## src/rtl/bcm_scan_pkg.sv

```systemverilog
package bcm_scan_pkg;

    localparam int unsigned CHAN_BITS = 4;
    localparam int unsigned PIX_BITS  = 3 * CHAN_BITS;
    localparam int unsigned DIM_BITS  = 8;
    localparam int unsigned SCLK_DIV  = 4;

    // cycle indices inside one slot
    localparam int unsigned LATCH_AT  = 1;
    localparam int unsigned ROW_AT    = 2;
    localparam int unsigned ON_AT     = 3;
    localparam int unsigned FETCH_AT  = 2;
    localparam int unsigned SHIFT_AT  = 4;

    typedef struct packed {
        logic red;
        logic grn;
        logic blu;
    } rgb_bit_t;

    function automatic rgb_bit_t plane_bits(
        input logic [PIX_BITS-1:0]          pix,
        input logic [$clog2(CHAN_BITS)-1:0] plane
    );
        rgb_bit_t b;
        b.red = pix[2*CHAN_BITS + int'(plane)];
        b.grn = pix[CHAN_BITS + int'(plane)];
        b.blu = pix[int'(plane)];
        return b;
    endfunction

endpackage

```

## src/rtl/bcm_slot_seq.sv

```systemverilog
module bcm_slot_seq
    import bcm_scan_pkg::*;
#(
    parameter int unsigned PAIRS     = 16,
    parameter int unsigned BASE_SLOT = 2080,
    parameter int unsigned PLW       = 2,
    parameter int unsigned PRW       = 4,
    parameter int unsigned CW        = 15
) (
    input  logic           clk,
    input  logic           rst_n,
    input  logic           fb_sel,
    output logic [CW-1:0]  n_cnt,
    output logic [PLW-1:0] n_plane,
    output logic [PRW-1:0] n_pair,
    output logic           n_prime,
    output logic           n_fb,
    output logic [PLW-1:0] t_plane,
    output logic [PRW-1:0] t_pair,
    output logic           prime_o
);
    localparam int unsigned PLANES = CHAN_BITS;

    typedef struct packed {
        logic [CW-1:0]  cnt;
        logic [PLW-1:0] plane;
        logic [PRW-1:0] pair;
        logic           prime;
        logic           fb;
    } seq_t;

    seq_t s_d, s_q;
    logic [CW-1:0]  len_q;
    logic [PLW-1:0] tpl_d, tpl_q;
    logic [PRW-1:0] tpr_d, tpr_q;

    // slot whose plane is shifted while slot s is displayed
    function automatic logic [PRW+PLW-1:0] target_of(input seq_t s);
        logic [PRW-1:0] p;
        logic [PLW-1:0] b;
        if (s.prime) begin
            p = '0;
            b = '0;
        end else if (s.plane == PLW'(PLANES - 1)) begin
            b = '0;
            p = (s.pair == PRW'(PAIRS - 1)) ? '0 : s.pair + 1'b1;
        end else begin
            b = s.plane + 1'b1;
            p = s.pair;
        end
        return {p, b};
    endfunction

    always_comb begin
        len_q = s_q.prime ? CW'(BASE_SLOT) : (CW'(BASE_SLOT) << s_q.plane);
        {tpr_q, tpl_q} = target_of(s_q);
        s_d = s_q;
        if (s_q.cnt == len_q - 1'b1) begin
            s_d.cnt   = '0;
            s_d.pair  = tpr_q;
            s_d.plane = tpl_q;
            s_d.prime = 1'b0;
        end else begin
            s_d.cnt = s_q.cnt + 1'b1;
        end
        {tpr_d, tpl_d} = target_of(s_d);
        if (s_d.cnt == CW'(LATCH_AT) && tpr_d == '0 && tpl_d == '0)
            s_d.fb = fb_sel;
    end

    always_ff @(posedge clk or negedge rst_n) begin
        if (!rst_n) begin
            s_q.cnt   <= '0;
            s_q.plane <= PLW'(PLANES - 1);
            s_q.pair  <= PRW'(PAIRS - 1);
            s_q.prime <= 1'b1;
            s_q.fb    <= 1'b0;
        end else begin
            s_q <= s_d;
        end
    end

    assign n_cnt   = s_d.cnt;
    assign n_plane = s_d.plane;
    assign n_pair  = s_d.pair;
    assign n_prime = s_d.prime;
    assign n_fb    = s_d.fb;
    assign t_plane = tpl_d;
    assign t_pair  = tpr_d;
    assign prime_o = s_q.prime;


    fb_frame_edge_chk: assert property (@(posedge clk) disable iff (!rst_n)
        !$stable(s_q.fb) |-> (s_q.cnt == CW'(LATCH_AT) && tpr_q == '0 && tpl_q == '0));


    slot_len_chk: assert property (@(posedge clk) disable iff (!rst_n)
        s_q.cnt < len_q);

endmodule

```

## src/rtl/bcm_col_shift.sv

```systemverilog
module bcm_col_shift
    import bcm_scan_pkg::*;
#(
    parameter int unsigned COLS = 32,
    parameter int unsigned PLW  = 2,
    parameter int unsigned PRW  = 4,
    parameter int unsigned CW   = 15,
    parameter int unsigned AW   = 10
) (
    input  logic                clk,
    input  logic                rst_n,
    input  logic [CW-1:0]       n_cnt,
    input  logic [PLW-1:0]      t_plane,
    input  logic [PRW-1:0]      t_pair,
    input  logic                n_fb,
    input  logic [PIX_BITS-1:0] top_pix,
    input  logic [PIX_BITS-1:0] bot_pix,
    output logic [AW-1:0]       mem_addr,
    output logic                shift_clk,
    output logic [2:0]          hi_bits,
    output logic [2:0]          lo_bits
);
    localparam int unsigned COLW = $clog2(COLS);
    localparam int unsigned SDW  = $clog2(SCLK_DIV);
    localparam int unsigned SPAN = SCLK_DIV * COLS;

    typedef struct packed {
        logic [AW-1:0] addr;
        logic          sclk;
        rgb_bit_t      hi;
        rgb_bit_t      lo;
    } sh_t;

    sh_t sh_d, sh_q;
    logic [CW-1:0] f_off, s_off;
    logic          f_win, s_win;

    always_comb begin
        sh_d  = sh_q;
        f_off = n_cnt - CW'(FETCH_AT);
        s_off = n_cnt - CW'(SHIFT_AT);
        f_win = (n_cnt >= CW'(FETCH_AT)) && (n_cnt < CW'(FETCH_AT + SPAN));
        s_win = (n_cnt >= CW'(SHIFT_AT)) && (n_cnt < CW'(SHIFT_AT + SPAN));
        if (f_win && f_off[SDW-1:0] == '0)
            sh_d.addr = {n_fb, t_pair, f_off[SDW +: COLW]};
        if (s_win && s_off[SDW-1:0] == '0) begin
            sh_d.hi = plane_bits(top_pix, t_plane);
            sh_d.lo = plane_bits(bot_pix, t_plane);
        end
        sh_d.sclk = s_win && (s_off[SDW-1:0] >= SDW'(SCLK_DIV / 2));
    end

    always_ff @(posedge clk or negedge rst_n) begin
        if (!rst_n) sh_q <= '0;
        else        sh_q <= sh_d;
    end

    assign mem_addr  = sh_q.addr;
    assign shift_clk = sh_q.sclk;
    assign hi_bits   = sh_q.hi;
    assign lo_bits   = sh_q.lo;


    data_hold_chk: assert property (@(posedge clk) disable iff (!rst_n)
        sh_q.sclk |-> $stable({sh_q.hi, sh_q.lo}));


    sclk_width_chk: assert property (@(posedge clk) disable iff (!rst_n)
        $rose(sh_q.sclk) |=> sh_q.sclk);

endmodule

```

## src/rtl/bcm_blank_ctl.sv

```systemverilog
module bcm_blank_ctl
    import bcm_scan_pkg::*;
#(
    parameter int unsigned BASE_SLOT = 2080,
    parameter int unsigned PLW       = 2,
    parameter int unsigned PRW       = 4,
    parameter int unsigned CW        = 15
) (
    input  logic                clk,
    input  logic                rst_n,
    input  logic [CW-1:0]       n_cnt,
    input  logic [PLW-1:0]      n_plane,
    input  logic [PRW-1:0]      n_pair,
    input  logic                n_prime,
    input  logic [DIM_BITS-1:0] dim_level,
    output logic                blank,
    output logic                latch_stb,
    output logic [PRW-1:0]      row_sel
);
    localparam int unsigned PW = CW + DIM_BITS;

    typedef struct packed {
        logic           blank;
        logic           latch;
        logic [PRW-1:0] row;
    } bc_t;

    bc_t bc_d, bc_q;
    logic [CW-1:0] len_n, on_len, rel;
    logic [PW-1:0] prod;
    logic          lit;

    always_comb begin
        bc_d   = bc_q;
        len_n  = CW'(BASE_SLOT) << n_plane;
        prod   = PW'(len_n - CW'(ON_AT)) * PW'(dim_level);
        on_len = prod[DIM_BITS +: CW];
        rel    = n_cnt - CW'(ON_AT);
        lit    = !n_prime && (n_cnt >= CW'(ON_AT)) && (rel < on_len);
        bc_d.blank = !lit;
        bc_d.latch = !n_prime && (n_cnt == CW'(LATCH_AT));
        if (!n_prime && n_cnt == CW'(ROW_AT))
            bc_d.row = n_pair;
    end

    always_ff @(posedge clk or negedge rst_n) begin
        if (!rst_n) begin
            bc_q.blank <= 1'b1;
            bc_q.latch <= 1'b0;
            bc_q.row   <= '0;
        end else begin
            bc_q <= bc_d;
        end
    end

    assign blank     = bc_q.blank;
    assign latch_stb = bc_q.latch;
    assign row_sel   = bc_q.row;


    latch_dark_chk: assert property (@(posedge clk) disable iff (!rst_n)
        bc_q.latch |-> bc_q.blank);


    latch_single_chk: assert property (@(posedge clk) disable iff (!rst_n)
        bc_q.latch |=> !bc_q.latch);


    row_dark_chk: assert property (@(posedge clk) disable iff (!rst_n)
        !$stable(bc_q.row) |-> bc_q.blank);

endmodule

```

## src/rtl/bcm_led_scanner.sv

```systemverilog
module bcm_led_scanner
    import bcm_scan_pkg::*;
#(
    parameter int unsigned COLS      = 32,
    parameter int unsigned PAIRS     = 16,
    parameter int unsigned BASE_SLOT = 2080
) (
    input  logic                                   clk,
    input  logic                                   rst_n,
    input  logic                                   fb_sel,
    input  logic [DIM_BITS-1:0]                    dim_level,
    output logic [$clog2(PAIRS)+$clog2(COLS):0]    mem_addr,
    input  logic [PIX_BITS-1:0]                    top_pix,
    input  logic [PIX_BITS-1:0]                    bot_pix,
    output logic                                   shift_clk,
    output logic                                   latch_stb,
    output logic                                   blank,
    output logic [$clog2(PAIRS)-1:0]               row_sel,
    output logic                                   hi_red,
    output logic                                   hi_grn,
    output logic                                   hi_blu,
    output logic                                   lo_red,
    output logic                                   lo_grn,
    output logic                                   lo_blu
);
    localparam int unsigned PLANES = CHAN_BITS;
    localparam int unsigned PLW    = $clog2(PLANES);
    localparam int unsigned PRW    = $clog2(PAIRS);
    localparam int unsigned COLW   = $clog2(COLS);
    localparam int unsigned CW     = $clog2(BASE_SLOT << (PLANES - 1)) + 1;
    localparam int unsigned AW     = 1 + PRW + COLW;

    logic [CW-1:0]  n_cnt;
    logic [PLW-1:0] n_plane, t_plane;
    logic [PRW-1:0] n_pair, t_pair;
    logic           n_prime, n_fb, prime_q;
    logic [2:0]     hi_bits, lo_bits;

    bcm_slot_seq #(
        .PAIRS(PAIRS), .BASE_SLOT(BASE_SLOT), .PLW(PLW), .PRW(PRW), .CW(CW)
    ) u_seq (
        .clk(clk), .rst_n(rst_n), .fb_sel(fb_sel),
        .n_cnt(n_cnt), .n_plane(n_plane), .n_pair(n_pair), .n_prime(n_prime),
        .n_fb(n_fb), .t_plane(t_plane), .t_pair(t_pair), .prime_o(prime_q)
    );

    bcm_col_shift #(
        .COLS(COLS), .PLW(PLW), .PRW(PRW), .CW(CW), .AW(AW)
    ) u_shift (
        .clk(clk), .rst_n(rst_n), .n_cnt(n_cnt), .t_plane(t_plane),
        .t_pair(t_pair), .n_fb(n_fb), .top_pix(top_pix), .bot_pix(bot_pix),
        .mem_addr(mem_addr), .shift_clk(shift_clk),
        .hi_bits(hi_bits), .lo_bits(lo_bits)
    );

    bcm_blank_ctl #(
        .BASE_SLOT(BASE_SLOT), .PLW(PLW), .PRW(PRW), .CW(CW)
    ) u_blank (
        .clk(clk), .rst_n(rst_n), .n_cnt(n_cnt), .n_plane(n_plane),
        .n_pair(n_pair), .n_prime(n_prime), .dim_level(dim_level),
        .blank(blank), .latch_stb(latch_stb), .row_sel(row_sel)
    );

    assign {hi_red, hi_grn, hi_blu} = hi_bits;
    assign {lo_red, lo_grn, lo_blu} = lo_bits;


    prime_dark_chk: assert property (@(posedge clk) disable iff (!rst_n)
        prime_q |-> (blank && !latch_stb));

endmodule

```

## config.mk

```make
export PLATFORM = sky130hd
export DESIGN_NAME = bcm_led_scanner
export DESIGN_NICKNAME = d
export VERILOG_FILES = /design/src/rtl/bcm_scan_pkg.sv /design/src/rtl/bcm_slot_seq.sv /design/src/rtl/bcm_col_shift.sv /design/src/rtl/bcm_blank_ctl.sv /design/src/rtl/bcm_led_scanner.sv
export SDC_FILE = /design/constraint.sdc
export NUM_CORES = 1
export LEC_CHECK = 0
export ABC_CLOCK_PERIOD_IN_PS = 11800
export BUFFER_PORTS_ARGS = -buffer_cell sky130_fd_sc_hd__buf_4
export CORE_UTILIZATION = 40
export DETAILED_ROUTE_END_ITERATION = 12
export GPL_TIMING_DRIVEN = 0
export SYNTH_ARGS = -nofsm -noshare
export SYNTH_HDL_FRONTEND = slang
export SYNTH_SLANG_ARGS = --single-unit
```

## constraint.sdc

```tcl
create_clock -name clk -period 11.8 [get_ports clk]
set_input_delay 1.18 -clock clk [delete_from_list [all_inputs] [get_ports clk]]
set_output_delay 1.18 -clock clk [all_outputs]
set_load 0.005 [all_outputs]
```

# Word level (Yosys, flattened, before mapping)
# Cells that the tools add are included.
[op_classes]
n_shift = 2
n_mul = 1
magnitude_cmp = 10
n_reduce_logical = 17
n_eq_ne = 7
muxes = 26
n_addsub = 12
[op_table]
columns = ["op", "count"]
rows = [
  ["32-bit by 5-bit less-than comparator with 1-bit output (second input constant)", 2],
  ["16-bit by 2-bit greater-or-equal comparator with 1-bit output (second input constant)", 2],
  ["16-bit by 8-bit less-than comparator with 1-bit output (second input constant)", 2],
  ["16-bit 2-to-1 mux", 2],
  ["12-bit by 2-bit << shifter with 16-bit output (first input constant)", 2],
  ["24-bit by 8-bit multiplier with 24-bit output", 1],
  ["4-bit 2-to-1 mux", 6],
  ["16-bit by 2-bit subtractor with 17-bit output (second input constant)", 1],
  ["16-bit by 1-bit adder with 16-bit output (second input constant)", 1],
  ["1-bit binary-select mux with 4-bit select", 4],
  ["16-bit by 1-bit equality test with 1-bit output (second input constant)", 1],
  ["16-bit equality test", 1],
  ["16-bit by 2-bit equality test with 1-bit output (second input constant)", 1],
  ["16-bit by 3-bit greater-or-equal comparator with 1-bit output (second input constant)", 1],
  ["16-bit less-than comparator", 1],
  ["16-bit by 1-bit subtractor with 16-bit output (second input constant)", 1],
  ["16-bit by 2-bit subtractor with 16-bit output (second input constant)", 1],
  ["1-bit logical AND", 11],
  ["4-bit by 1-bit adder with 4-bit output (second input constant)", 2],
  ["4-bit equality test (second input constant)", 2],
  ["2-bit 2-to-1 mux", 4],
  ["1-bit 2-to-1 mux", 7],
  ["7-bit 2-to-1 mux", 1],
  ["7-bit by 2-bit subtractor with 7-bit output (second input constant)", 1],
  ["other kinds (11)", 17],
]
[word_totals]
register_bits = 47
elab_cells = 91
inputBits = 35

# Depth between registers and ports, before layout
[logic_depth]
word_depth = 13
ltp_mapped = 44

# By module
# Synthesis repeated with hierarchy kept, for this count alone.
[unflattened]
cells_unflattened = 871
hier_area_um2 = 7797.5
[modules_own_cells]
columns = ["module", "instances", "area_each_um2", "cells_each"]
rows = [
  ["bcm_blank_ctl", 1, 5089.9, 592],
  ["bcm_slot_seq", 1, 1810.5, 213],
  ["bcm_col_shift", 1, 897.1, 66],
]

# Worst setup path after synthesis
# OpenSTA, ideal clock, no wires.
[synth_timing]
kind = "register to register"
from = "register u_seq.s_q[6] (netlist bit)"
to = "register, netlist name u_blank.blank"
setup_time_ns = 0.096
slack_ns = 2.188
arrival_ns = 9.517
stages_incl_launch_ff = 43
required_ns = 11.704
cell_sequence = "dfstp_2 -> inv_1 -> ha_1 -> nor2_4 -> ha_1 -> or3b_1 -> a221oi_2 -> xor2_1 -> nor4_4 -> nand2_1 -> buf_2 -> a21oi_1 -> clkbuf_1 -> ha_1 -> clkbuf_1 -> inv_1 -> ha_1 -> nand2b_1 -> [7 not listed] -> ha_1 -> a21o_1 -> a21o_1 -> a21oi_1 -> o31a_1 -> o22ai_1 -> o21ai_0 -> nand2b_1 -> a21oi_1 -> xor2_1 -> ha_1 -> nor2b_1 -> o21ai_0 -> nand2b_1 -> a21oi_1 -> nor2b_1 -> o21ai_0 -> o2111ai_1"
[synth_rtl]
columns = ["item", "line_no", "source"]
rows = [
  ["from (decl)", "bcm_slot_seq.sv:32", "seq_t s_d, s_q;"],
]

==> flow_metrics.env <==
export IMPL_synthCells=899
export IMPL_critPathMostFrequentCell="ha_1"
export IMPL_critPathTopFamily="adder cells"
export IMPL_slew_headroom_pct=38.57
export IMPL_final_common_cell="inv_1"
export IMPL_setup_tns_ns=0
export IMPL_fin_util_pct=46.05
export IMPL_worst_ep_arrival_time_ns=11.22
export IMPL_layout_common_cells="inv_1, fa_1, nand2_1, nor2_1, ha_1"
export IMPL_dr_pass1_iters=5
export IMPL_num_rows=50
export IMPL_nFillCells=1949
export IMPL_ys_flop_type="dfrtp_1"
export IMPL_cts_buffers=5
export IMPL_cellPowerDensity_nw_per_um2=54.97
export IMPL_crit_buf_inv=8
export IMPL_hold_ws_ns=0.4946
export IMPL_gp_congestion=0.8744
export IMPL_h_tree_depth=2
export IMPL_clk_path_buf_depth=2
export IMPL_timing_final_ws_setup_ns=0.7645
export IMPL_die_h_microns=141.6
export IMPL_clock_fmax_mhz=90.62
export IMPL_num_vias=6323
export IMPL_yosysWarningCount=0
export IMPL_setup_viol=0
export IMPL_max_cap_violations=0
export IMPL_syn_nets=1094
export IMPL_via_per_inst=5.166
export IMPL_antenna_found_initial=0
export IMPL_cts_hold_buf=0
export IMPL_area_growth_pct=11.64
export IMPL_path_max_fanout=11
export IMPL_fin_crit_ns=11.04
export IMPL_place_ws_ns=0.1253
export IMPL_clkSinkCount=47
export IMPL_tightest_slew_ns=0.9149
export IMPL_hold_viol=0
export IMPL_drv_slew=0
export IMPL_avgRoutedWirePerCell_microns=15.67
export IMPL_first_iter_violations=542
export IMPL_skew_ns=0.008452
export IMPL_leakagePower_nw=4.159
export IMPL_path_class="reg2reg"
export IMPL_end_kind="flop"
export IMPL_grt_ovfl_total=0
export IMPL_root_buffer="clkbuf_16"
export IMPL_insertion_delay_ns=0.29
export IMPL_ant_nets=0
export IMPL_status="complete, no violations"
export IMPL_synth_edf_count=0
export IMPL_ys_ff_latch=47
export IMPL_insertedDiodeCount=0
export IMPL_core_region_area_sq_um=18890
export IMPL_post_route_period_util_pct=93.52
export IMPL_hpwl_microns=15680
export IMPL_drive_gt1_share_pct=12.03
export IMPL_clk_pin_slew_ns=0.06
export IMPL_ys_types=74
export IMPL_syn_area_sq_um=7792
export IMPL_fin_nets=1158
export IMPL_first_global_vias=6068
export IMPL_finalPower_mw=0.4782
export IMPL_min_path_type="reg2reg"
export IMPL_crit_path_start_kind="flop"
export IMPL_critPathSlowestCell="dfstp_2"
export IMPL_grt_max_degree=48
export IMPL_grt_pass1_wl_microns=31530
export IMPL_syn_avg_cell_area_sq_um=8.668
export IMPL_numPortBuffers=57
export IMPL_die_w_microns=141.6
export IMPL_ir_worst_vdd_mv=0.06633
export IMPL_ys_seq_area_share_pct=15.22
export IMPL_routed_wl_microns=19180
export IMPL_die_area_sq_um=20040
export IMPL_grt_usage_pct=19.98
export IMPL_drt_drc_violations_left=0
export IMPL_pin_count=58
export IMPL_slowest_delay_ns=0.63
export IMPL_start_util_pct=41.25
export IMPL_grt_setup_unrepaired="false"
export IMPL_cts_tree="done"
export IMPL_postSynth_asyncResetShare_pct=100.0
export IMPL_crit_required_ns=11.99
==> sequential cells by signal, indices dropped and copies added (netlist names) <==
name               cells
u_seq.s_q             23
u_shift.mem_addr      10
u_blank.row_sel        4
u_shift.hi_bits        3
u_shift.lo_bits        3
u_blank.blank          1
u_blank.latch_stb      1
u_seq.prime_o          1
u_shift.shift_clk      1
==> worst min-delay path, cell delays in order (launching register included) <==
cell and delay [ns]:
dfrtp_1 0.35, nand2_1 0.05, o21ai_0 0.06
==> cell families (layout without fill, tap and decap cells) <==
logic type | Yosys count | count (layout) | synth area share, %
AOI/OAI and AO/OA | 130 | 130 | 11.38
adders and majority gates | 160 | 160 | 35.04
buffers and inverters | 193 | 258 | 9.666
muxes | 18 | 18 | 2.425
xor gates and xnor gates | 61 | 61 | 6.856
and+or+nand+nor | 290 | 290 | 19.41
DFF | 47 | 47 | 15.22
==> repair_timing <==
item	in CTS	in global routing
setup buffers	0	0
gates resized for setup	0	5
endpoints found under the setup margin	0	1
==> worst paths after layout <==
path                                    start            endpoint  slack, ns  depth (start not counted)
max                              u_seq.s_q[6]       u_blank.blank       0.76                         44
min                        u_shift.lo_bits[2]  u_shift.lo_bits[2]       0.49                          2
max reg2reg                      u_seq.s_q[6]       u_blank.blank       0.76                         44
min reg2reg                u_shift.lo_bits[2]  u_shift.lo_bits[2]       0.49                          2
max in group asynchronous               rst_n       u_seq.s_q[18]      10.47                          1
min in group asynchronous               rst_n  u_blank.row_sel[0]       0.91                          1
==> final cells by class <==
class	instances	area (sq um)	area share [%]
multi-input combinational	659	5857	67.32
sequential	47	1186	13.63
inverter	161	604.3	6.947
tap	260	325.3	3.739
clock inverter	3	22.52	0.2589
timing repair buffer	57	427.9	4.919
buffer	32	151.4	1.740
clock buffer	5	125.1	1.438
==> cell usage after synthesis (all sizes together) (6+ instances only) <==
library cell,number,share of area [%]
a21oi,26,1.7
a221o,6,0.77
a31oi,9,0.80
and2,23,1.9
and3,13,1.0
buf,15,1.1
clkbuf,17,0.82
dfrtp,39,13
dfstp,8,2.7
fa,97,25
ha,63,10
inv,160,7.7
mux2,7,1.0
mux2i,11,1.4
nand2,66,3.2
nand2b,13,1.0
nand3,15,0.96
nand4,14,1.1
nor2,70,3.6
nor2b,15,1.2
nor3,27,1.7
nor4,7,0.92
o211ai,7,0.67
o21ai,29,1.9
o21bai,6,0.58
o22ai,7,0.56
or3,6,0.48
xnor2,39,4.4
xor2,22,2.5
==> through the flow <==
step,std cells,instance area (sq um)
6_report,1224,8700
5_1_grt,1224,8700
4_1_cts,1224,8693
3_5_place_dp,1216,8546
3_3_place_gp,1216,8546
2_1_floorplan,899,7792
==> power breakdown <==
part / switching [mW] / internal (mW) / total [mW]
sequential: 0.000692 / 0.163 / 0.163
clock: 0.0659 / 0.0794 / 0.145
combinational: 0.0925 / 0.0772 / 0.170
total: 0.159 / 0.319 / 0.478
==> per-layer routing <==
metal | routed length [microns] | up-vias | share of wire [%] | track usage, %
met4 | 93 | 0 | 0.48 | 1.924
met3 | 804 | 8 | 4.2 | 2.160
li1 | - | 3077 | - | -
met2 | 8713 | 150 | 45 | 31.84
met5 | 0 | - | 0 | 0
met1 | 9569 | 3088 | 50 | 30.12
(Power assumes the default switching activity.)
